===== src/rtl/twe_pkg.sv =====
package twe_pkg;

    typedef enum logic [2:0] {
        ST_IDLE,
        ST_WAIT_START,
        ST_OPCODE,
        ST_ADDR,
        ST_DATA,
        ST_READ,
        ST_DONE
    } twe_state_t;

    localparam logic [1:0] OP_EXT   = 2'b00;
    localparam logic [1:0] OP_WRITE = 2'b01;
    localparam logic [1:0] OP_READ  = 2'b10;
    localparam logic [1:0] OP_ERASE = 2'b11;

    localparam logic [1:0] EXT_WDIS = 2'b00;
    localparam logic [1:0] EXT_FILL = 2'b01;
    localparam logic [1:0] EXT_CLR  = 2'b10;
    localparam logic [1:0] EXT_WENA = 2'b11;

endpackage


===== src/rtl/twe_sck_edge.sv =====
module twe_sck_edge (
    input  logic clk,
    input  logic rst_n,
    input  logic sck,
    output logic rise
);
    logic sck_q;

    always_ff @(posedge clk or negedge rst_n) begin
        if (!rst_n) sck_q <= 1'b0;
        else        sck_q <= sck;
    end

    assign rise = sck && !sck_q;

endmodule


===== src/rtl/twe_busy_timer.sv =====
module twe_busy_timer #(
    parameter int BUSY_CYC = 40
) (
    input  logic clk,
    input  logic rst_n,
    input  logic start,
    output logic busy
);
    localparam int BW = $clog2(BUSY_CYC + 1);

    logic [BW-1:0] cnt_q;

    always_ff @(posedge clk or negedge rst_n) begin
        if (!rst_n)            cnt_q <= '0;
        else if (start)        cnt_q <= BW'(BUSY_CYC);
        else if (cnt_q != '0)  cnt_q <= cnt_q - BW'(1);
    end

    assign busy = (cnt_q != '0);

    AST_BUSY_BOUND: assert property (@(posedge clk) disable iff (!rst_n)
        cnt_q <= BW'(BUSY_CYC));

    AST_BUSY_COUNTS_DOWN: assert property (@(posedge clk) disable iff (!rst_n)
        (busy && !start) |=> (cnt_q < $past(cnt_q)));

endmodule


===== src/rtl/twe_word_array.sv =====
module twe_word_array #(
    parameter int ADDR_W = 6,
    parameter int DATA_W = 16
) (
    input  logic              clk,
    input  logic              rst_n,
    input  logic              we,
    input  logic              wall,
    input  logic [ADDR_W-1:0] waddr,
    input  logic [DATA_W-1:0] wdata,
    input  logic [ADDR_W-1:0] raddr,
    output logic [DATA_W-1:0] rdata
);
    localparam int DEPTH = 1 << ADDR_W;

    logic [DATA_W-1:0] words [DEPTH];

    always_ff @(posedge clk or negedge rst_n) begin
        if (!rst_n) begin
            for (int i = 0; i < DEPTH; i++) words[i] <= '1;
        end else begin
            for (int i = 0; i < DEPTH; i++) begin
                if (wall || (we && (waddr == ADDR_W'(i)))) words[i] <= wdata;
            end
        end
    end

    assign rdata = words[raddr];

    AST_WE_EXCLUSIVE: assert property (@(posedge clk) disable iff (!rst_n)
        !(we && wall));

endmodule


===== src/rtl/three_wire_eeprom.sv =====
module three_wire_eeprom
    import twe_pkg::*;
#(
    parameter int ADDR_W   = 6,
    parameter int DATA_W   = 16,
    parameter int BUSY_CYC = 40
) (
    input  logic clk,
    input  logic rst_n,
    input  logic cs,
    input  logic sck,
    input  logic sdi,
    output logic sdo
);
    localparam int CNT_MAX = (DATA_W > ADDR_W) ? DATA_W : ADDR_W;
    localparam int CNT_W   = $clog2(CNT_MAX + 1);

    twe_state_t        state, state_nxt;
    logic              rise;
    logic              busy;
    logic [1:0]        op_q;
    logic [ADDR_W-1:0] addr_q;
    logic [DATA_W-2:0] data_q;
    logic [CNT_W-1:0]  cnt_q;
    logic [DATA_W-1:0] rd_sh;
    logic [CNT_W-1:0]  rd_cnt;
    logic              wen_q;

    logic [ADDR_W-1:0] addr_full;
    logic [DATA_W-1:0] data_full;
    logic [1:0]        ext_addr;
    logic [1:0]        ext_data;
    logic              last_addr;
    logic              last_data;
    logic              mem_we, mem_wall;
    logic [ADDR_W-1:0] mem_waddr;
    logic [DATA_W-1:0] mem_wdata;
    logic [DATA_W-1:0] mem_rdata;

    twe_sck_edge u_edge (
        .clk   (clk),
        .rst_n (rst_n),
        .sck   (sck),
        .rise  (rise)
    );

    twe_busy_timer #(.BUSY_CYC(BUSY_CYC)) u_busy (
        .clk   (clk),
        .rst_n (rst_n),
        .start (mem_we || mem_wall),
        .busy  (busy)
    );

    twe_word_array #(.ADDR_W(ADDR_W), .DATA_W(DATA_W)) u_array (
        .clk   (clk),
        .rst_n (rst_n),
        .we    (mem_we),
        .wall  (mem_wall),
        .waddr (mem_waddr),
        .wdata (mem_wdata),
        .raddr (addr_full),
        .rdata (mem_rdata)
    );

    assign addr_full = {addr_q[ADDR_W-2:0], sdi};
    assign data_full = {data_q, sdi};
    assign ext_addr  = addr_full[ADDR_W-1 -: 2];
    assign ext_data  = addr_q[ADDR_W-1 -: 2];
    assign last_addr = rise && (state == ST_ADDR) && (cnt_q == CNT_W'(ADDR_W - 1));
    assign last_data = rise && (state == ST_DATA) && (cnt_q == CNT_W'(DATA_W - 1));

    // State register
    always_ff @(posedge clk or negedge rst_n) begin
        if (!rst_n) state <= ST_IDLE;
        else        state <= state_nxt;
    end

    // Next-state decode
    always_comb begin
        state_nxt = state;
        if (!cs) begin
            state_nxt = ST_IDLE;
        end else begin
            unique case (state)
                ST_IDLE:       state_nxt = ST_WAIT_START;
                ST_WAIT_START: if (rise && sdi && !busy) state_nxt = ST_OPCODE;
                ST_OPCODE:     if (rise && cnt_q == CNT_W'(1)) state_nxt = ST_ADDR;
                ST_ADDR: begin
                    if (last_addr) begin
                        if (op_q == OP_READ)
                            state_nxt = ST_READ;
                        else if (op_q == OP_WRITE || (op_q == OP_EXT && ext_addr == EXT_FILL))
                            state_nxt = ST_DATA;
                        else
                            state_nxt = ST_DONE;
                    end
                end
                ST_DATA:       if (last_data) state_nxt = ST_DONE;
                ST_READ:       if (rise && rd_cnt == CNT_W'(DATA_W)) state_nxt = ST_DONE;
                default:       state_nxt = state;
            endcase
        end
    end

    // Shift registers and counters
    always_ff @(posedge clk or negedge rst_n) begin
        if (!rst_n) begin
            op_q   <= '0;
            addr_q <= '0;
            data_q <= '0;
            cnt_q  <= '0;
            rd_sh  <= '0;
            rd_cnt <= '0;
        end else if (!cs) begin
            cnt_q  <= '0;
            rd_cnt <= '0;
        end else begin
            unique case (state)
                ST_OPCODE: if (rise) begin
                    op_q  <= {op_q[0], sdi};
                    cnt_q <= (cnt_q == CNT_W'(1)) ? '0 : cnt_q + CNT_W'(1);
                end
                ST_ADDR: if (rise) begin
                    addr_q <= addr_full;
                    cnt_q  <= last_addr ? '0 : cnt_q + CNT_W'(1);
                    if (last_addr && op_q == OP_READ) begin
                        rd_sh  <= mem_rdata;
                        rd_cnt <= '0;
                    end
                end
                ST_DATA: if (rise) begin
                    data_q <= data_full[DATA_W-2:0];
                    cnt_q  <= cnt_q + CNT_W'(1);
                end
                ST_READ: if (rise) begin
                    if (rd_cnt != '0) rd_sh <= {rd_sh[DATA_W-2:0], 1'b0};
                    rd_cnt <= rd_cnt + CNT_W'(1);
                end
                default: cnt_q <= '0;
            endcase
        end
    end

    // Write-enable latch
    always_ff @(posedge clk or negedge rst_n) begin
        if (!rst_n) wen_q <= 1'b0;
        else if (cs && last_addr && op_q == OP_EXT) begin
            if (ext_addr == EXT_WENA)      wen_q <= 1'b1;
            else if (ext_addr == EXT_WDIS) wen_q <= 1'b0;
        end
    end

    // Program execution
    always_comb begin
        mem_we    = 1'b0;
        mem_wall  = 1'b0;
        mem_waddr = addr_q;
        mem_wdata = '1;
        if (cs && last_addr) begin
            mem_waddr = addr_full;
            if (op_q == OP_ERASE)                            mem_we   = wen_q;
            else if (op_q == OP_EXT && ext_addr == EXT_CLR)  mem_wall = wen_q;
        end else if (cs && last_data) begin
            mem_wdata = data_full;
            if (op_q == OP_WRITE)                            mem_we   = wen_q;
            else if (op_q == OP_EXT && ext_data == EXT_FILL) mem_wall = wen_q;
        end
    end

    // Output
    always_comb begin
        unique case (state)
            ST_WAIT_START: sdo = !busy;
            ST_READ:       sdo = (rd_cnt == '0) ? 1'b0 : rd_sh[DATA_W-1];
            default:       sdo = 1'b0;
        endcase
    end

    AST_CS_LOW_IDLE: assert property (@(posedge clk) disable iff (!rst_n)
        !cs |=> (state == ST_IDLE));

    AST_READ_DUMMY: assert property (@(posedge clk) disable iff (!rst_n)
        ($past(state) == ST_ADDR && state == ST_READ) |-> !sdo);

    AST_PROG_STARTS_BUSY: assert property (@(posedge clk) disable iff (!rst_n)
        (mem_we || mem_wall) |=> busy);

    AST_BUSY_BLOCKS_START: assert property (@(posedge clk) disable iff (!rst_n)
        (state == ST_WAIT_START && busy) |=> (state != ST_OPCODE));

    AST_WEN_ONLY_FROM_CMD: assert property (@(posedge clk) disable iff (!rst_n)
        (wen_q != $past(wen_q)) |-> ($past(state) == ST_ADDR));

    AST_PROG_NEEDS_ENABLE: assert property (@(posedge clk) disable iff (!rst_n)
        $rose(busy) |-> $past(wen_q));

endmodule


===== config.mk =====
export PLATFORM = sky130hd
export DESIGN_NAME = three_wire_eeprom
export DESIGN_NICKNAME = d
export VERILOG_FILES = /design/src/rtl/twe_pkg.sv /design/src/rtl/twe_sck_edge.sv /design/src/rtl/twe_busy_timer.sv /design/src/rtl/twe_word_array.sv /design/src/rtl/three_wire_eeprom.sv
export SDC_FILE = /design/constraint.sdc
export NUM_CORES = 2
export LEC_CHECK = 0
export ABC_AREA = 1
export CAP_MARGIN = 30
export CORE_MARGIN = 2
export CORE_UTILIZATION = 35
export CTS_CLUSTER_SIZE = 10
export DETAILED_ROUTE_END_ITERATION = 12
export GPL_TIMING_DRIVEN = 0
export PLACE_DENSITY = 0.47
export SYNTH_ARGS = -nofsm -noshare
export SYNTH_HDL_FRONTEND = slang
export SYNTH_SLANG_ARGS = --single-unit
export TNS_END_PERCENT = 10

===== constraint.sdc =====
create_clock -name clk -period 2.9 [get_ports clk]
set_input_delay 0.29 -clock clk [delete_from_list [all_inputs] [get_ports clk]]
set_output_delay 0.29 -clock clk [all_outputs]
set_load 0.05 [all_outputs]

==> impl_metrics.ini <==
[placed_design]
pre_cts_slack_ns = -1.95
place_congestion = 0.978
portBuffers = 4
hpwl_um = 212000

[global_routing]
overflow = 0
grt_max_degree = 169
grt_antenna_before_repair = 16
track_usage = 0.333
grt_pass1_wl_um = 399000
first_global_vias = 52000

[detailed_routing]
firstDrtPassIters = 6
routed_wl_um = 283000
drt_iter0_markers = 6933
dr_total_vias = 56000
drc_errors = 0
ant_nets = 0
vias_per_cell = 5.59
wl_per_cell_um = 28.2

[timing]
setup_violations = 26
hold_viol_final = 0
finalWorstSetupSlack_ns = -0.0855
maxSlewViolCount = 0
skew_ns = 0.0511
rsz0062_at_grt = true
min_period_ns = 2.99
fin_crit_sh = 1.03
timing.fmax_mhz = 335
worstMarginPinSlew_ns = 1.02
relSlewSlack = 0.319

[power_and_ir_drop]
p_leak_uw = 0.0307
power.density_nw_per_um2 = 690
pwr-share-seq = 0.332
p_switching_uw = 18200
clockPowerShare = 0.362
vdd_drop_max_mv = 0.809
p_comb_frac = 0.307
intPower_uw = 28700
swShare = 0.388
power_uw = 46900

[floorplan]
dieHeight_um = 408
die_x_um = 408
initial_utilization = 0.351
die_area_um2 = 166000
core_area_um2 = 162000
row_count = 148
io_pins = 6

[cts]
cts-root-buf = clkbuf_16
clkTransAtPathRegs_ns = 0.07
cts_buffers = 139
cts_tree = yes
clock_latency_ns = 0.83
clockBufferDepth = 3
cts_num_sinks = 1084
htree_levels = 4

[synthesis]
yosys.cell_types.count = 45
netlist_area_um2 = 57000
yosys.area.top_type_share = 0.472
synth_area_leaders = dfstp_2, nand2_1, nand3_1
syn_avg_cell_area_um2 = 7.68
yosys.area.top_type = dfstp_2
ys_seq_elements = 1084
yosysSeqAreaShare = 0.498
ys_warn_count = 0
syn_nets = 7432
ys.flop_type = dfstp_2
syn_inst = 7417
synth-edff-count = 0
postSynth.asyncResetShare = 1.00

[setup_path]
ff2ff_setup_slack_ns = -0.09
cp-start-kind = register
path_max_fanout = 9
critPathKind = reg2reg
worst_ep_required_time_ns = 3.59
critPathArrivalTime_ns = 3.68
worstSetupEndpointType = register

[outcome]
status = finished with violations
violations = negative setup slack

[final_layout]
drive_gt1_frac = 0.267
fin_util = 0.419
fillers = 16800
area_delta_synth_final_pct = 19.3
nNetsFinal = 7752

[min_path]
worst_hold_path_type = in2async

[job]
cap_viol_max_count = 0
==> layout by cell type (no fill, tap or decap), types with 69 or more instances in the layout <==
cell / n
clkbuf_1: 169
clkbuf_16: 144
clkbuf_2: 139
buf_2: 103
clkbuf_4: 90
dfstp_2: 1024
nand2_1: 3433
nand3_1: 1882
buf_4: 120
buf_8: 69
==> flip-flops by register name (all words and copies together) (netlist names) <==
register,flops
rd_cnt,5
u_busy.cnt_q,6
cnt_q,5
wen_q,1
op_q,2
data_q,15
addr_q,6
u_edge.sck_q,1
u_array.words,1024
rd_sh,16
state,3
==> cell usage after synthesis, types with 3 or more instances <==
| library cell | number |
|---|---|
| nand2_4 | 35 |
| nor2_1 | 47 |
| o21ai_0 | 41 |
| xor2_1 | 5 |
| nor2_4 | 19 |
| ha_1 | 10 |
| nand3_4 | 50 |
| buf_4 | 22 |
| buf_2 | 138 |
| dfrtp_1 | 60 |
| clkbuf_1 | 341 |
| o22ai_1 | 4 |
| inv_2 | 6 |
| a21oi_1 | 9 |
| inv_1 | 47 |
| buf_6 | 50 |
| dfstp_2 | 1024 |
| buf_1 | 38 |
| o21ai_4 | 5 |
| nand3_1 | 1916 |
| nand4_1 | 9 |
| nand3_2 | 16 |
| nand2_1 | 3444 |
| nor2_8 | 3 |
| nand2_2 | 47 |
| clkinv_1 | 4 |
| nor3_1 | 3 |
| buf_12 | 3 |
==> power groups by stage <==
| stage | sequential, µW | combinational (µW) | clock (µW) |
|---|---|---|---|
| floorplan | 15700 | 5760 | 0 |
| global placement | 15600 | 12100 | 0 |
| detailed placement | 15700 | 12800 | 0 |
| CTS | 15500 | 13300 | 17100 |
| global route | 15600 | 14600 | 17700 |
| finish | 15600 | 14400 | 16900 |
==> worst max-delay path, cell delays in order, from the launching register on <==
cell and delay [ns]:
dfrtp_2 0.52, clkinv_2 0.18, buf_4 0.25, buf_8 0.19, clkbuf_2 0.19, buf_8 0.20
nand3_1 0.23, nand3_1 0.13, nand2_1 0.14, nand2_1 0.09, nand3_1 0.13, nand3_2 0.17
nand3_2 0.21, nand2_1 0.12, nand2_1 0.06
==> per-stage QoR <==
step                      instance area (µm²)  TNS [ns]  std cells  hold WS (ns)
after floorplan                         57000         0       7417      -0.00559
after global placement                  59700         -       9596         0.465
after detailed placement                61300  -1342.16       9687         0.467
after CTS                               66800     -4.07       9954         0.277
after global routing                    67900    -0.979      10000         0.325
final                                   68000    -0.684      10000         0.299
==> kinds of logic after synthesis <==
logic type	synth area share
simple gates	0.435
flops	0.498
buf+inv	0.0554
compound gates	0.00714
fa+ha+maj	0.00220
xor+xnor	0.000922
mux	0.000373
==> cell type report <==
type,instances,area [µm²],area share
sequential,1084,28400,0.418
clock buffer,215,4100,0.0603
buffer,590,3710,0.0545
antenna,13,32.5,0.000479
timing repair buffer,182,2480,0.0365
inverter,59,239,0.00352
clock inverter,16,163,0.00239
multi-input combinational,5681,26100,0.384
tap,2175,2720,0.0400
==> layer usage <==
metal / wire length (µm) / part of all wire / track usage / vias to the layer above
met1: 120000 / 0.43 / 0.468 / 28000
met4: 13600 / 0.048 / 0.140 / 6
li1: - / - / - / 24700
met2: 119000 / 0.42 / 0.487 / 2795
met3: 29500 / 0.10 / 0.0832 / 539
met5: 33 / 0.00012 / 0 / -
==> worst paths after layout <==
path,from,end,cells past startpoint
worst max-delay path,addr_q[0]$_DFFE_PN0P_,rd_sh[9]$_DFFE_PN0P_,14
worst min-delay path,rst_n,u_array.words[411]$_DFFE_PN1P_,2
worst max register to register,addr_q[0]$_DFFE_PN0P_,rd_sh[9]$_DFFE_PN0P_,14
worst min register to register,rd_sh[11]$_DFFE_PN0P_,rd_sh[11]$_DFFE_PN0P_,2
max in group asynchronous,rst_n,u_array.words[525]$_DFFE_PN1P_,5
min in group clk,cs,state[0]$_DFFE_PN0P_,4
==> what timing repair did <==
item / 4_1_cts / 5_1_grt
pin swaps: 20 / 25
hold buffers: 3 / 0
buffers inserted: 35 / 48
gates cloned: 0 / 2
endpoints found under the setup margin: 1048 / 1038
gates resized for setup: 384 / 235
hold endpoints to repair: 112 / 0
Note: power is estimated with default switching activity, not from simulation.
